<file path="src/rtl/udp_gen_pkg.sv">
package udp_gen_pkg;
    typedef enum logic [1:0] {
        ST_IDLE = 2'd0,
        ST_SEND = 2'd1,
        ST_GAP  = 2'd2
    } gen_state_e;

    localparam logic [1:0] SEL_PORT  = 2'd0;
    localparam logic [1:0] SEL_SIZE  = 2'd1;
    localparam logic [1:0] SEL_COUNT = 2'd2;
    localparam logic [1:0] SEL_GAP   = 2'd3;
endpackage

</file>
<file path="src/rtl/udp_gen_regs.sv">
module udp_gen_regs
    import udp_gen_pkg::*;
#(
    parameter int PORT_W  = 16,
    parameter int CNT_W   = 16,
    parameter int WDATA_W = 32
) (
    input  logic               clk,
    input  logic               rst_n,
    input  logic               cfg_we,
    input  logic [1:0]         cfg_addr,
    input  logic [WDATA_W-1:0] cfg_wdata,
    input  logic               lock,
    output logic [PORT_W-1:0]  set_port,
    output logic [CNT_W-1:0]   set_size,
    output logic [CNT_W-1:0]   set_count,
    output logic [CNT_W-1:0]   set_gap
);
    always_ff @(posedge clk or negedge rst_n) begin
        if (!rst_n) begin
            set_port  <= '0;
            set_size  <= CNT_W'(8);
            set_count <= '0;
            set_gap   <= '0;
        end else if (cfg_we && !lock) begin
            unique case (cfg_addr)
                SEL_PORT:  set_port  <= cfg_wdata[PORT_W-1:0];
                SEL_SIZE:  set_size  <= cfg_wdata[CNT_W-1:0];
                SEL_COUNT: set_count <= cfg_wdata[CNT_W-1:0];
                SEL_GAP:   set_gap   <= cfg_wdata[CNT_W-1:0];
                default:   ;
            endcase
        end
    end

    assert_cfg_frozen_R10: assert property (@(posedge clk) disable iff (!rst_n)
        lock |=> ($stable(set_port) && $stable(set_size) && $stable(set_count) && $stable(set_gap)));
endmodule

</file>
<file path="src/rtl/udp_gen_seq.sv">
module udp_gen_seq
    import udp_gen_pkg::*;
#(
    parameter int CNT_W  = 16,
    parameter int KEEP_W = 8
) (
    input  logic             clk,
    input  logic             rst_n,
    input  logic             start,
    input  logic             tx_ready,
    input  logic [CNT_W-1:0] set_size,
    input  logic [CNT_W-1:0] set_count,
    input  logic [CNT_W-1:0] set_gap,
    output logic             tx_valid,
    output logic             tx_last,
    output logic             busy,
    output logic             done,
    output logic [CNT_W-1:0] pkt_idx,
    output logic [CNT_W-1:0] beat_idx
);
    localparam int SH = $clog2(KEEP_W);

    gen_state_e state_q, state_d;
    logic [CNT_W-1:0] gap_q;
    logic [CNT_W-1:0] size_eff;
    logic [CNT_W:0]   size_round;
    logic [CNT_W-1:0] beats;
    logic             last_beat, final_pkt, accept;

    assign size_eff   = (set_size == '0) ? CNT_W'(1) : set_size;
    assign size_round = {1'b0, size_eff} + (CNT_W+1)'(KEEP_W - 1);
    assign beats      = CNT_W'(size_round >> SH);
    assign last_beat  = (beat_idx == beats - CNT_W'(1));
    assign final_pkt  = (pkt_idx == set_count - CNT_W'(1));
    assign accept     = (state_q == ST_SEND) && tx_ready;

    always_comb begin
        state_d = state_q;
        unique case (state_q)
            ST_IDLE: if (start && set_count != '0) state_d = ST_SEND;
            ST_SEND: if (tx_ready && last_beat) begin
                if (final_pkt)            state_d = ST_IDLE;
                else if (set_gap != '0)   state_d = ST_GAP;
                else                      state_d = ST_SEND;
            end
            ST_GAP:  if (gap_q == CNT_W'(1)) state_d = ST_SEND;
            default: state_d = ST_IDLE;
        endcase
    end

    always_ff @(posedge clk or negedge rst_n) begin
        if (!rst_n) state_q <= ST_IDLE;
        else        state_q <= state_d;
    end

    always_ff @(posedge clk or negedge rst_n) begin
        if (!rst_n) begin
            beat_idx <= '0;
            pkt_idx  <= '0;
            gap_q    <= '0;
            done     <= 1'b0;
        end else begin
            if (state_q == ST_IDLE && start) begin
                beat_idx <= '0;
                pkt_idx  <= '0;
                done     <= (set_count == '0);
            end else if (accept) begin
                if (last_beat) begin
                    beat_idx <= '0;
                    pkt_idx  <= pkt_idx + CNT_W'(1);
                    gap_q    <= set_gap;
                    if (final_pkt) done <= 1'b1;
                end else begin
                    beat_idx <= beat_idx + CNT_W'(1);
                end
            end else if (state_q == ST_GAP) begin
                gap_q <= gap_q - CNT_W'(1);
            end
        end
    end

    always_comb begin
        tx_valid = (state_q == ST_SEND);
        tx_last  = tx_valid && last_beat;
        busy     = (state_q != ST_IDLE);
    end

    assert_hold_R7: assert property (@(posedge clk) disable iff (!rst_n)
        (tx_valid && !tx_ready) |=> (tx_valid && $stable(beat_idx) && $stable(pkt_idx) && $stable(tx_last)));
    assert_no_bubble_R3: assert property (@(posedge clk) disable iff (!rst_n)
        (tx_valid && tx_ready && !tx_last) |=> tx_valid);
    assert_done_idle_R8: assert property (@(posedge clk) disable iff (!rst_n)
        $rose(done) |-> !busy);
    assert_zero_count_R9: assert property (@(posedge clk) disable iff (!rst_n)
        (start && !busy && set_count == '0) |=> (done && !busy && !tx_valid));
endmodule

</file>
<file path="src/rtl/udp_gen_fmt.sv">
module udp_gen_fmt #(
    parameter int DATA_W = 64,
    parameter int CNT_W  = 16
) (
    input  logic [CNT_W-1:0]    pkt_idx,
    input  logic [CNT_W-1:0]    beat_idx,
    input  logic                tx_last,
    input  logic [CNT_W-1:0]    set_size,
    output logic [DATA_W-1:0]   tx_data,
    output logic [DATA_W/8-1:0] tx_keep
);
    localparam int KEEP_W = DATA_W / 8;
    localparam int HALF_W = DATA_W / 2;
    localparam int SH     = $clog2(KEEP_W);

    logic [SH-1:0] tail;

    assign tail    = (set_size == '0) ? SH'(1) : set_size[SH-1:0];
    assign tx_data = {HALF_W'(pkt_idx), HALF_W'(beat_idx)};

    always_comb begin
        if (tx_last && tail != '0) tx_keep = ~({KEEP_W{1'b1}} << tail);
        else                       tx_keep = {KEEP_W{1'b1}};
    end
endmodule

</file>
<file path="src/rtl/udp_test_gen.sv">
module udp_test_gen #(
    parameter int DATA_W  = 64,
    parameter int PORT_W  = 16,
    parameter int CNT_W   = 16,
    parameter int WDATA_W = 32
) (
    input  logic                clk,
    input  logic                rst_n,
    input  logic                cfg_we,
    input  logic [1:0]          cfg_addr,
    input  logic [WDATA_W-1:0]  cfg_wdata,
    input  logic                start,
    input  logic                tx_ready,
    output logic                tx_valid,
    output logic [DATA_W-1:0]   tx_data,
    output logic [DATA_W/8-1:0] tx_keep,
    output logic                tx_last,
    output logic [PORT_W-1:0]   tx_port,
    output logic                busy,
    output logic                done
);
    localparam int KEEP_W = DATA_W / 8;

    logic [CNT_W-1:0] set_size, set_count, set_gap;
    logic [CNT_W-1:0] pkt_idx, beat_idx;

    udp_gen_regs #(.PORT_W(PORT_W), .CNT_W(CNT_W), .WDATA_W(WDATA_W)) u_regs (
        .clk(clk), .rst_n(rst_n), .cfg_we(cfg_we), .cfg_addr(cfg_addr),
        .cfg_wdata(cfg_wdata), .lock(busy), .set_port(tx_port),
        .set_size(set_size), .set_count(set_count), .set_gap(set_gap)
    );

    udp_gen_seq #(.CNT_W(CNT_W), .KEEP_W(KEEP_W)) u_seq (
        .clk(clk), .rst_n(rst_n), .start(start), .tx_ready(tx_ready),
        .set_size(set_size), .set_count(set_count), .set_gap(set_gap),
        .tx_valid(tx_valid), .tx_last(tx_last), .busy(busy), .done(done),
        .pkt_idx(pkt_idx), .beat_idx(beat_idx)
    );

    udp_gen_fmt #(.DATA_W(DATA_W), .CNT_W(CNT_W)) u_fmt (
        .pkt_idx(pkt_idx), .beat_idx(beat_idx), .tx_last(tx_last),
        .set_size(set_size), .tx_data(tx_data), .tx_keep(tx_keep)
    );

    assert_keep_low_byte_R5: assert property (@(posedge clk) disable iff (!rst_n)
        tx_valid |-> tx_keep[0]);
    assert_data_hold_R7: assert property (@(posedge clk) disable iff (!rst_n)
        (tx_valid && !tx_ready) |=> ($stable(tx_data) && $stable(tx_keep)));
endmodule

</file>
<file path="config.mk">
export PLATFORM = sky130hd
export DESIGN_NAME = udp_test_gen
export DESIGN_NICKNAME = d
export VERILOG_FILES = /design/src/rtl/udp_gen_pkg.sv /design/src/rtl/udp_gen_regs.sv /design/src/rtl/udp_gen_seq.sv /design/src/rtl/udp_gen_fmt.sv /design/src/rtl/udp_test_gen.sv
export SDC_FILE = /design/constraint.sdc
export NUM_CORES = 1
export LEC_CHECK = 0
export BUFFER_PORTS_ARGS = -buffer_cell sky130_fd_sc_hd__buf_4
export CAP_MARGIN = 20
export CELL_PAD_IN_SITES_DETAIL_PLACEMENT = 0
export CELL_PAD_IN_SITES_GLOBAL_PLACEMENT = 1
export CORE_MARGIN = 5
export CORE_UTILIZATION = 46
export DETAILED_ROUTE_END_ITERATION = 6
export PLACE_DENSITY_LB_ADDON = 0.1
export SETUP_SLACK_MARGIN = 0.15
export SYNTH_ARGS = -nofsm -noshare
export SYNTH_HDL_FRONTEND = slang
export SYNTH_SLANG_ARGS = --single-unit
</file>
<file path="constraint.sdc">
create_clock -name clk -period 7.7 [get_ports clk]
set_input_delay 1.155 -clock clk [delete_from_list [all_inputs] [get_ports clk]]
set_output_delay 1.155 -clock clk [all_outputs]
set_load 0.02 [all_outputs]
</file>
# --- After elaboration in Yosys (flattened, before gate mapping) ---
# Index checks and enable logic that the tools add are counted.
op_classes:
  n_addsub: 6
  n_eq_ne: 12
  n_shift: 1
  n_mux: 22
  bitwise_logic: 2
  n_reduce_logical: 28
ops:
  columns: ["op", "n"]
  rows:
  - ["$mux W16", 10]
  - ["$add A16 B1 Y16 const B", 2]
  - ["$eq A16 B16 Y1", 2]
  - ["$logic_not A16 Y1", 2]
  - ["$reduce_bool A16 Y1", 2]
  - ["$sub A16 B1 Y16 const B", 2]
  - ["$add A16 B3 Y17 const B", 1]
  - ["$eq A16 B1 Y1 const B", 1]
  - ["$sub A14 B1 Y15 const B", 1]
  - ["$mux W2", 5]
  - ["$reduce_and A2 Y1", 5]
  - ["$reduce_bool A2 Y1", 5]
  - ["$reduce_and A3 Y1", 3]
  - ["$mux W8", 1]
  - ["$ne A2 B1 Y1 const B", 4]
  - ["$not A8 Y8", 1]
  - ["$shl A8 B3 Y8 const A", 1]
  - ["$logic_and A1 B1 Y1", 7]
  - ["$eq A2 B2 Y1 const B", 3]
  - ["$pmux W2 S3", 1]
  - ["$eq A2 B1 Y1 const B", 2]
  - ["$logic_not A2 Y1", 2]
  - ["$mux W1", 4]
  - ["$mux W3", 1]
  - ["other kinds (3)", 3]
word_totals:
  ff_bits: 115
  in_bits: 39
  output_inout_bits: 92
  word_cells: 80

# --- Depth between registers and ports, before layout ---
depth:
  word_depth: 8
  ltp_mapped: 16
  mapped_depth_nobuf: 12

# --- By module ---
# From an unflattened synthesis, not the netlist that was laid out.
unflattened:
  cells_unflattened: 737
  area_unflattened_um2: 7209.4
by_module_without_submodules:
  columns: ["mod", "instances", "cells_per_inst", "area_per_inst_um2", "seq_area_each_um2"]
  rows:
  - ["udp_gen_seq", 1, 513, 4149.0, 1276.2]
  - ["udp_gen_regs", 1, 138, 2448.6, 1602.8]
  - ["udp_gen_fmt", 1, 86, 611.8, 0.0]

# --- Least setup slack after synthesis ---
# OpenSTA, ideal clock, no wires.
synth_path:
  path_kind: "register to output"
  from: "reg u_regs.set_size[6]"
  to: "out tx_keep[1]"
  arrival_time_ns: 4.019
  required_time_ns: 6.545
  slack_ns: 2.526
  path_stages_with_launch: 15
  path_buffers: 3
  path_cell_list: "dfrtp_1 -> buf_2 -> nor4_2 -> nand4_1 -> and2_1 -> ha_1 -> clkbuf_1 -> or4_1 -> o21a_1 -> a211oi_1 -> o221a_2 -> buf_2 -> and3_2 -> o21ai_1 -> or3_1"
synth_between:
  elab_chain_cells: 8
  word_cells_on_any_way: 12
  cone_classes: "add/sub: 2; eq/ne: 1; shift: 1; mux: 3; bitwise: 1; reduce/logical: 4"
synth_rtl:
  columns: ["element", "line", "text"]
  rows:
  - ["start: declaration", "udp_gen_regs.sv:15", "output logic [CNT_W-1:0] set_size,"]
  - ["start signal: assignment", "udp_gen_regs.sv:28", "SEL_SIZE: set_size <= cfg_wdata[CNT_W-1:0];"]
  - ["$logic_not A16 Y1", "udp_gen_seq.sv:30", "assign size_eff = (set_size == '0) ? CNT_W'(1) : set_size;"]
  - ["$mux W16 *", "udp_gen_seq.sv:30", null]
  - ["$add A16 B3 Y17 *", "udp_gen_seq.sv:31", "assign size_round = {1'b0, size_eff} + (CNT_W+1)'(KEEP_W - 1);"]
  - ["$sub A14 B1 Y15 *", "udp_gen_seq.sv:33", "assign last_beat = (beat_idx == beats - CNT_W'(1));"]
  - ["$eq A16 B16 Y1 *", "udp_gen_seq.sv:33", null]
  - ["$logic_and A1 B1 Y1 *", "udp_gen_seq.sv:84", "tx_last = tx_valid && last_beat;"]
  - ["net tx_last", "udp_test_gen.sv:17", "output logic tx_last,"]
  - ["$logic_and A1 B1 Y1 *", "udp_gen_fmt.sv:22", "if (tx_last && tail != '0) tx_keep = ~({KEEP_W{1'b1}} << tail);"]
  - ["$mux W8 *", "udp_gen_fmt.sv:22", null]
  - ["end: declaration", "udp_test_gen.sv:16", "output logic [DATA_W/8-1:0] tx_keep,"]
# The timed path passes the listed nets; every way through them passes the cells marked *.

# --- Worst setup path in the final report ---
layout_path:
  from: "reg u_regs.set_size[5]"
  to: "out tx_keep[1]"
layout_between:
  elab_chain_cells: 8
  word_cells_on_any_way: 12
  cone_classes: "add/sub: 2; eq/ne: 1; shift: 1; mux: 3; bitwise: 1; reduce/logical: 4"
layout_rtl:
  columns: ["element", "line"]
  rows:
  - ["$logic_not A16 Y1", "udp_gen_seq.sv:30, udp_gen_fmt.sv:18"]
  - ["$mux W16", "udp_gen_seq.sv:30"]
  - ["$add A16 B3 Y17", "udp_gen_seq.sv:31"]
  - ["$sub A14 B1 Y15", "udp_gen_seq.sv:33"]
  - ["$eq A16 B16 Y1", "udp_gen_seq.sv:33"]
  - ["$logic_and A1 B1 Y1", "udp_gen_seq.sv:84"]
  - ["$logic_and A1 B1 Y1", "udp_gen_fmt.sv:22"]
  - ["$mux W8 *", "udp_gen_fmt.sv:22"]
# Every way passes the cells marked *; elsewhere a longest branch is shown, timed or not.

==> results.json <==
{
  "grt_max_degree": 59,
  "rsz0062_at_grt": "no",
  "grt_pass1_vias": 5596,
  "fin_crit_ns": 5.95,
  "drv_cap": 0,
  "start_util_pct": 47.3,
  "fp-row-count": 44,
  "ff2ff_path_depth": 12,
  "hold_class": "reg2reg",
  "synth_edf_count": 0,
  "ys_ff_latch": 115,
  "die_x_um": 133,
  "cts_sinks": 115,
  "use_met1_pct": 30.1,
  "synth_top_flop_cell": "dfrtp_1",
  "grt_overflow": 0,
  "dieHeight_um": 133,
  "nNetsFinal": 826,
  "ys_warn_count": 0,
  "ys_seq_area_share_pct": 41.5,
  "routed_wl_mm": 19.7,
  "place.gp.congestion": 0.910,
  "postSynthAreaPerCell_um2": 9.70,
  "final_core_util_pct": 56.1,
  "fin_cells": 977,
  "wl_per_cell_um": 20.1,
  "synthDistinctLibCells": 71,
  "clock_latency_ns": 0.41,
  "timing.rr.end": "u_seq.gap_q[0]",
  "synth_top_area_share_pct": 41.2,
  "n_antenna_cell": 0,
  "fin_area_um2": 8220,
  "post-place-ws_ns": 2.22,
  "syn-cell-area_um2": 6930,
  "route.vias.total": 5819,
  "grt.total_usage_pct": 22.2,
  "drtAntennaViolNets": 0,
  "io_pins": 131,
  "drt_iter0_drc": 423,
  "final_cell_mix": "dfrtp_1, buf_4, mux2_2, nor2_1, nand2_1",
  "crit_type": "reg2out",
  "final-hold-violation-count": 0,
  "first_pass_iters": 5,
  "yosys-top-cells-area": "dfrtp_1, mux2_2, buf_4",
  "filler_cell_count": 1290,
  "setup-tns-final_ns": 0,
  "worstPathRequired_ns": 6.55,
  "slew_viol_final": 0,
  "final_common_cell": "dfrtp_1",
  "relSlewSlack_pct": 33.0,
  "async_reset_ff_share_pct": 100,
  "htreeDepth": 4,
  "regToRegSetupSlack_ns": 2.91,
  "holdBufCountCts": 0,
  "ctsResizeCount": 0,
  "antenna_found_initial": 0,
  "cp_max_fo": 11,
  "routed_via_density": 5.96,
  "tightest_slew_ns": 0.996,
  "use_met3_pct": 4.94,
  "dpl.hpwl_mm": 14.1,
  "portBuffers": 81,
  "numCtsBuffers": 17,
  "min_path_cells": 1,
  "hold-path-endpoint": "u_seq.gap_q[15]",
  "status": "finished clean",
  "synth_cells": 714,
  "dieArea_um2": 17600,
  "worst_setup_path_start_kind": "register",
  "cts-root-buf": "clkbuf_16",
  "r2r-start": "u_regs.set_size[5]",
  "endpoint_kind": "output pin",
  "cts_max_path_buffers": 2,
  "ir_worst_vdd_v": 0.000218,
  "yosysTopAreaCell": "dfrtp_1",
  "busiest_layer": "met2",
  "cp.arrival_ns": 4.80,
  "fmax_ghz": 0.168,
  "post_cts.repair.setup_buffers": 0,
  "power.static_leakage_nw": 3.59,
  "skew_ns": 0.00883,
  "setup_slack_ns": 1.75,
  "powerDensity_nw_per_um2": 392,
  "setup_viol": 0,
  "cts_tree": "done",
  "core-area_um2": 14600,
  "fin_crit_sh_pct": 77.3,
  "min-delay-start": "u_seq.gap_q[15]",
  "dp.cells": 945,
  "grt_pass1_wl_mm": 30.9,
  "area_delta_synth_final_pct": 18.6,
  "clk_pin_slew_worst_paths_ns": 0.05,
  "drc": 0,
  "placed_area_um2": 7530,
  "drive_above_1_share_pct": 25.2,
  "grt_use_met2_pct": 36.0
}
sequential cells by signal (all words and copies together) (netlist names):
register	count
u_regs.set_count	16
u_regs.set_gap	16
u_regs.set_port	16
u_regs.set_size	16
u_seq.beat_idx	16
u_seq.gap_q	16
u_seq.pkt_idx	16
u_seq.state_q	2
u_seq.done	1
per-stage QoR:
step	hold WS, ns	power (mW)
6_report	0.486	3.22
5_1_grt	0.529	3.40
4_1_cts	0.492	3.22
3_5_place_dp	0.475	2.29
3_3_place_gp	0.476	2.25
2_1_floorplan	0.457	1.92
worst max-delay path: stages (launching register included):
cell and delay, ns:
dfrtp_1 0.49, nor4_2 0.70, nand4_1 0.25, and2_1 0.21, ha_1 0.32, nor3b_1 0.21, and3_1 0.23, a211oi_1 0.29
o22ai_1 0.17, nor4_4 0.51, and3_2 0.31, o21ai_1 0.17, or3_1 0.35, buf_4 0.16
Yosys cell counts (all sizes together) (3+ instances only):
cell type    n
o31a         3
and4         5
xor2        26
nor4        24
mux2i        5
dfrtp      114
a22oi        5
a32oi        3
or2          5
mux2        61
o22ai        8
o21ai       25
buf         45
nor2        48
ha           7
or4         10
nor3b        5
clkbuf      26
and3        17
nand2       47
xnor2       24
nand2b       5
o31ai       10
nand3       22
a211oi       8
inv         16
o211ai       8
a31oi        6
or3         15
a21o         3
nor2b        4
nand4       19
nor3        17
o2bb2ai      4
a21oi       24
o21a         4
and2         7
report_power, final:
part / internal [mW] / switching, mW / leakage (nW)
logic: 0.542 / 0.661 / 1.81
clock network: 0.626 / 0.293 / 0.327
registers: 0.809 / 0.290 / 1.45
cell type report:
| cell class | instances | area [µm²] | share of cell area (%) |
|---|---|---|---|
| clock buffer | 20 | 457 | 5.56 |
| clock inverter | 12 | 226 | 2.76 |
| inverter | 16 | 60.1 | 0.731 |
| multi-input combinational | 543 | 3710 | 45.1 |
| sequential | 115 | 2880 | 35.0 |
| tap | 184 | 230 | 2.80 |
| timing repair buffer | 87 | 657 | 8.00 |
logic make-up after synthesis:
| group | count (synthesis) | synth area share, % |
|---|---|---|
| buf+inv | 87 | 6.79 |
| fa+ha+maj | 7 | 1.26 |
| flops | 115 | 41.5 |
| simple gates | 259 | 20.7 |
| mux | 66 | 10.6 |
| xor+xnor | 50 | 6.32 |
| other cells | 2 | 0.108 |
| compound gates | 128 | 12.6 |
per-layer routing:
metal,wire (µm),vias to the layer above,part of all wire (%)
li1,-,2699,-
met1,8790,2893,45
met2,9380,206,48
met3,1240,21,6.3
met4,237,0,1.2
met5,0,-,0
how the worst max path moves through the flow:
stage	startpoint	end	depth (start not counted)	slack, ns
2_1_floorplan	u_regs.set_size[6]	tx_keep[1]	14	2.53
3_3_place_gp	u_regs.set_size[5]	tx_keep[1]	13	2.31
3_5_place_dp	u_regs.set_size[5]	tx_keep[1]	12	2.22
4_1_cts	u_regs.set_size[5]	tx_keep[1]	12	1.77
5_1_grt	u_regs.set_size[5]	tx_keep[1]	13	1.49
6_report	u_regs.set_size[5]	tx_keep[1]	13	1.75
(Power assumes the default switching activity.)
